[src/rtl/sys_matmul.sv]
module sys_matmul #(
  parameter int ROWS = 4,
  parameter int COLS = 4,
  parameter int KMAX = 8,
  parameter int DW   = 8,
  localparam int AW  = 2*DW + $clog2(KMAX),
  localparam int MW  = $clog2(ROWS+1),
  localparam int NW  = $clog2(COLS+1),
  localparam int KW  = $clog2(KMAX+1),
  localparam int RW  = (ROWS > 1) ? $clog2(ROWS) : 1
) (
  input  logic               clk,
  input  logic               rst_n,
  input  logic               start,
  input  logic [MW-1:0]      cfg_m,
  input  logic [NW-1:0]      cfg_n,
  input  logic [KW-1:0]      cfg_k,
  input  logic               op_valid,
  output logic               op_ready,
  input  logic [ROWS*DW-1:0] a_col,
  input  logic [COLS*DW-1:0] b_row,
  output logic               done,
  output logic               res_valid,
  input  logic               res_ready,
  output logic [RW-1:0]      res_row,
  output logic [COLS*AW-1:0] res_data
);

  localparam int FW = $clog2(ROWS+COLS);

  typedef enum logic [1:0] {S_IDLE, S_FEED, S_FLUSH, S_DRAIN} st_t;
  st_t st;

  logic [MW-1:0] m_q;
  logic [NW-1:0] n_q;
  logic [KW-1:0] k_q;
  logic [KW-1:0] kcnt;
  logic [FW-1:0] fcnt;
  logic [RW-1:0] row_q;

  logic clr, fire;
  assign clr      = (st == S_IDLE) && start;
  assign op_ready = (st == S_FEED);
  assign fire     = op_valid && op_ready;
  assign res_valid = (st == S_DRAIN);
  assign done      = res_valid;
  assign res_row   = row_q;

  always_ff @(posedge clk or negedge rst_n) begin
    if (!rst_n) begin
      st    <= S_IDLE;
      m_q   <= '0;
      n_q   <= '0;
      k_q   <= '0;
      kcnt  <= '0;
      fcnt  <= '0;
      row_q <= '0;
    end else begin
      case (st)
        S_IDLE: if (start) begin
          m_q  <= cfg_m;
          n_q  <= cfg_n;
          k_q  <= cfg_k;
          kcnt <= '0;
          st   <= S_FEED;
        end
        S_FEED: if (fire) begin
          if (kcnt == k_q - KW'(1)) begin
            row_q <= '0;
            if (m_q == MW'(1) && n_q == NW'(1)) st <= S_DRAIN;
            else begin
              fcnt <= FW'(m_q) + FW'(n_q) - FW'(2);
              st   <= S_FLUSH;
            end
          end else kcnt <= kcnt + KW'(1);
        end
        S_FLUSH: begin
          if (fcnt == FW'(1)) st <= S_DRAIN;
          else fcnt <= fcnt - FW'(1);
        end
        S_DRAIN: if (res_ready) begin
          if (row_q == RW'(m_q - MW'(1))) st <= S_IDLE;
          else row_q <= row_q + RW'(1);
        end
        default: st <= S_IDLE;
      endcase
    end
  end

  // edge lanes, masked to the active shape
  logic [DW-1:0] ae_d [ROWS];
  logic          ae_v [ROWS];
  logic [DW-1:0] be_d [COLS];

  // operands seen by each cell this cycle
  logic signed [DW-1:0] a_l [ROWS][COLS];
  logic                 v_l [ROWS][COLS];
  logic signed [DW-1:0] b_t [ROWS][COLS];

  logic signed [DW-1:0] a_q [ROWS][COLS];
  logic                 v_q [ROWS][COLS];
  logic signed [DW-1:0] b_q [ROWS][COLS];
  logic signed [AW-1:0] acc [ROWS][COLS];

  for (genvar i = 0; i < ROWS; i++) begin : g_askew
    logic          lv;
    logic [DW-1:0] ld;
    assign lv = fire && (i < int'(m_q));
    assign ld = lv ? a_col[i*DW +: DW] : '0;
    if (i == 0) begin : g_none
      assign ae_v[i] = lv;
      assign ae_d[i] = ld;
    end else begin : g_dly
      logic [DW:0] sr [i];
      always_ff @(posedge clk or negedge rst_n) begin
        if (!rst_n) begin
          for (int s = 0; s < i; s++) sr[s] <= '0;
        end else begin
          sr[0] <= {lv, ld};
          for (int s = 1; s < i; s++) sr[s] <= sr[s-1];
        end
      end
      assign ae_v[i] = sr[i-1][DW];
      assign ae_d[i] = sr[i-1][DW-1:0];
    end
  end

  for (genvar j = 0; j < COLS; j++) begin : g_bskew
    logic [DW-1:0] ld;
    assign ld = (fire && (j < int'(n_q))) ? b_row[j*DW +: DW] : '0;
    if (j == 0) begin : g_none
      assign be_d[j] = ld;
    end else begin : g_dly
      logic [DW-1:0] sr [j];
      always_ff @(posedge clk or negedge rst_n) begin
        if (!rst_n) begin
          for (int s = 0; s < j; s++) sr[s] <= '0;
        end else begin
          sr[0] <= ld;
          for (int s = 1; s < j; s++) sr[s] <= sr[s-1];
        end
      end
      assign be_d[j] = sr[j-1];
    end
  end

  for (genvar i = 0; i < ROWS; i++) begin : g_r
    for (genvar j = 0; j < COLS; j++) begin : g_c
      if (j == 0) begin : g_ledge
        assign a_l[i][j] = ae_d[i];
        assign v_l[i][j] = ae_v[i];
      end else begin : g_lnb
        assign a_l[i][j] = a_q[i][j-1];
        assign v_l[i][j] = v_q[i][j-1];
      end
      if (i == 0) begin : g_tedge
        assign b_t[i][j] = be_d[j];
      end else begin : g_tnb
        assign b_t[i][j] = b_q[i-1][j];
      end
    end
  end

  always_ff @(posedge clk or negedge rst_n) begin
    if (!rst_n) begin
      for (int i = 0; i < ROWS; i++)
        for (int j = 0; j < COLS; j++) begin
          a_q[i][j] <= '0;
          v_q[i][j] <= 1'b0;
          b_q[i][j] <= '0;
          acc[i][j] <= '0;
        end
    end else begin
      for (int i = 0; i < ROWS; i++)
        for (int j = 0; j < COLS; j++) begin
          a_q[i][j] <= a_l[i][j];
          v_q[i][j] <= v_l[i][j];
          b_q[i][j] <= b_t[i][j];
          if (clr) acc[i][j] <= '0;
          else if (v_l[i][j]) acc[i][j] <= acc[i][j] + a_l[i][j] * b_t[i][j];
        end
    end
  end

  always_comb begin
    for (int j = 0; j < COLS; j++)
      res_data[j*AW +: AW] = (j < int'(n_q)) ? acc[row_q][j] : '0;
  end

endmodule

[config.mk]
export PLATFORM = sky130hd
export DESIGN_NAME = sys_matmul
export DESIGN_NICKNAME = d
export VERILOG_FILES = /design/src/rtl/sys_matmul.sv
export SDC_FILE = /design/constraint.sdc
export NUM_CORES = 2
export LEC_CHECK = 0
export BUFFER_PORTS_ARGS = -buffer_cell sky130_fd_sc_hd__buf_2
export CAP_MARGIN = 5
export CELL_PAD_IN_SITES_DETAIL_PLACEMENT = 1
export CELL_PAD_IN_SITES_GLOBAL_PLACEMENT = 2
export CORE_MARGIN = 2
export CORE_UTILIZATION = 35
export DETAILED_ROUTE_END_ITERATION = 16
export GPL_TIMING_DRIVEN = 0
export PLACE_DENSITY = 0.76
export SLEW_MARGIN = 20
export SYNTH_ARGS = -nofsm -noshare
export SYNTH_HDL_FRONTEND = slang
export SYNTH_SLANG_ARGS = --single-unit
[constraint.sdc]
create_clock -name clk -period 8.7 [get_ports clk]
set_clock_uncertainty 0.05 [all_clocks]
set_input_delay 0.435 -clock clk [delete_from_list [all_inputs] [get_ports clk]]
set_output_delay 0.435 -clock clk [all_outputs]
set_load 0.03 [all_outputs]
==> metrics <==
# IOs=160; DRT antenna net count=0; Synth area leader=fa_1; total track usage=22.8%; Worst Hold Class=in -> reg; Post-synth EDFFs=0; Die Y=478 um; Synth warnings=0; CORE AREA=223000 um2; final setup fails=0; Setup crit end kind=flip-flop; drt drc=0; drt total wl=253000 um; Tot Pwr=13.5 mW; total die area=228000 um2; pre-CTS setup slack=0.204 ns; critical path type=reg -> reg; Slowest-stage cell, CP=and3_1; antenna violations before repair=47; Worst path most repeated cell=fa_1; WP data required=9.22 ns; Reg2Reg Setup Slack=0.50 ns; maximum number of pins on one net before global-route repair=88; Via density=5.00; peak per-stage delay on the critical path=0.66 ns; GRT Residual Overflow=0; Die Width=478 um; TNS Setup=0 ns; synthesized area=78500 um2; Final Critical Period=8.20 ns; critical path, cell by cell=inv_1 > ha_1 > and2_1 > buf_2 > nand2b_1 > inv_2 > nand2_1 > inv_1 > and3_1 > fa_1 > fa_1 > fa_1 > fa_1 > ha_1 > ha_1 > o21ai_0 > nor2_1 > o41a_1 > a21oi_1 > o21ai_1 > xnor2_1 > a21oi_1; Worst-Margin Slew=1.19 ns; Pwr Density=154 nW/um2; Routed WL per cell=22.8 um; crit path DAT=8.72 ns; CTS H-tree lvls=3; RSZ-0062 raised after global routing=false; top cells by area, synth=fa_1 34%, dfrtp_1 20%, ha_1 11%; GPL Wtd Cong=0.870; commonest non-fill, non-tap cells in the layout=1750 x inv_1, 1344 x fa_1, 716 x ha_1; DR iter-0 viols=3128; vias in the first global route=62900; MaxCap Viol Count=0; unique cell type count in the Yosys netlist=81; Worst-Skew Late Latency=0.72 ns; I/O Buffers=159; clk sink count=631; maximum fanout along the worst path=19; Layout area overhead=11.1%; via count=55500; Max clock buf depth=3; Post-Synthesis Cells=7704; Synth Register Bits=631; fraction of layout cells with a size suffix above 1=6.00%; CTS tree=built; first-pass GRT wire length=393000 um; Detailed Place HPWL=212000 um; Reg clk slew, reported paths=0.06 ns; LEAKAGE=43.9 nW; First-pass DRT Iterations=7; Post-layout nets=10200; syn nets=9843; Row Count=173; FILL cells=25100; worst hold margin=0.207 ns; Final Cycle Share=94.3%; Post-synth ARST share=100%; Placed Instance Area=83700 um2; status=complete, no violations; post-synthesis sequential area ratio=20.1%; storage element area=15800 um2; Multi-input gate area=55500 um2; Final Max Tran Viols=0; relative slew slack=20.6%; Hold Violations, Final=0; share of the synthesized area in the top cell type=34.3%; Main synth FF type=dfrtp_1; Startpoint Class=flip-flop; clock root cell=clkbuf_16; Fmax=122 MHz; post-route cell area=87300 um2; most common cell after layout, fill and taps aside=inv_1; peak supply drop=0.133 mV; Post-Syn Area per Cell=10.2 um2; TritonCTS Buffers=83; Initial Utilization=35.3%; final worst slack=0.498 ns
==> layer usage <==
| metal | global-route usage [%] | vias to the layer above | share of wire [%] |
|---|---|---|---|
| li1 | - | 24300 | - |
| met1 | 30.1 | 29700 | 43 |
| met2 | 38.4 | 1157 | 49 |
| met3 | 3.34 | 309 | 4.9 |
| met4 | 7.22 | 8 | 3.6 |
| met5 | 0 | - | 0.021 |
==> critical path: cells and delay by family, from the launching register on <==
family,cells,cell delay (ns)
adders and majority gates,7,3.24
and+or+nand+nor,5,1.62
buffers and inverters,4,1.52
AOI/OAI and AO/OA,5,0.98
DFF,1,0.43
xor gates and xnor gates,1,0.19
==> metrics by stage <==
step | std cells | util (%)
global route | 11100 | 39.2
CTS | 11100 | 39.2
finish | 11100 | 39.2
detailed placement | 10900 | 37.6
floorplan | 7704 | -
global placement | 10800 | 37.3
==> cells by family (layout without fill, tap and decap cells) <==
family	count (synthesis)	in the layout	synth area share (%)
AOI/OAI and AO/OA	639	639	5.29
and+or+nand+nor	1924	1924	12.2
buffers and inverters	1923	2318	9.20
muxes	265	265	4.60
other	0	16	0
DFF	631	631	20.1
xor gates and xnor gates	262	262	2.92
adders and majority gates	2060	2060	45.7
==> synth_stat cells (all sizes together), types with 30 or more instances <==
library cell and n:
a21oi 153, clkbuf 135, nor3 56, xor2 69
nor2 343, ha 716, fa 1344, o21ai 171
nor2b 59, and3 33, buf 30, mux2i 179
and2 491, inv 1756, nand2b 160, a21o 69
nand2 637, xnor2 193, dfrtp 631, nand3 33
o21a 53, mux4 76, or3 40
==> where the power goes <==
| group | switching [mW] | internal (mW) | leakage, nW |
|---|---|---|---|
| Clock | 1.55 | 2.18 | 1.40 |
| Sequential | 0.849 | 3.31 | 8.70 |
| Combinational | 3.54 | 2.02 | 33.8 |
| Total | 5.94 | 7.52 | 43.9 |
==> sequential cells by signal (all words and copies together), names as in the netlist, 12 cells and up <==
register and count:
acc 304, a_l 112, b_q 96, g_askew.g_dly.sr 36
g_bskew.g_dly.sr 32, b_t 16, v_l 12
==> repair_timing <==
action                                  in CTS  in global routing
endpoints found under the setup margin       0                  4
hold endpoints to repair                   122                  0
hold buffers                                59                  0
gates resized for setup                      0                  1
setup buffers                                0                  0
==> worst paths after layout <==
path,cells past startpoint,startpoint,to
setup / recovery,22,st[1]$_DFFE_PN0P_,acc[303]$_DFFE_PN0P_
setup reg to reg,22,st[1]$_DFFE_PN0P_,acc[303]$_DFFE_PN0P_
max in group asynchronous,6,rst_n,acc[2]$_DFFE_PN0P_
hold reg to reg,0,g_askew[3].g_dly.sr[20]$_DFF_PN0_,g_askew[3].g_dly.sr[11]$_DFF_PN0_
min in group asynchronous,2,rst_n,acc[54]$_DFFE_PN0P_
hold / removal,3,b_row[5],b_q[125]$_DFF_PN0_
==> layout make-up <==
| type | count | area share (%) |
|---|---|---|
| Clock inverter | 47 | 0.705 |
| Antenna cell | 16 | 0.0459 |
| Multi-Input combinational cell | 5150 | 63.6 |
| Tap cell | 2975 | 4.27 |
| Timing Repair Buffer | 244 | 2.31 |
| Buffer | 164 | 0.760 |
| Clock buffer | 105 | 2.61 |
| Sequential cell | 631 | 18.1 |
| Inverter | 1758 | 7.56 |
Power figures use the tool's default switching activity.
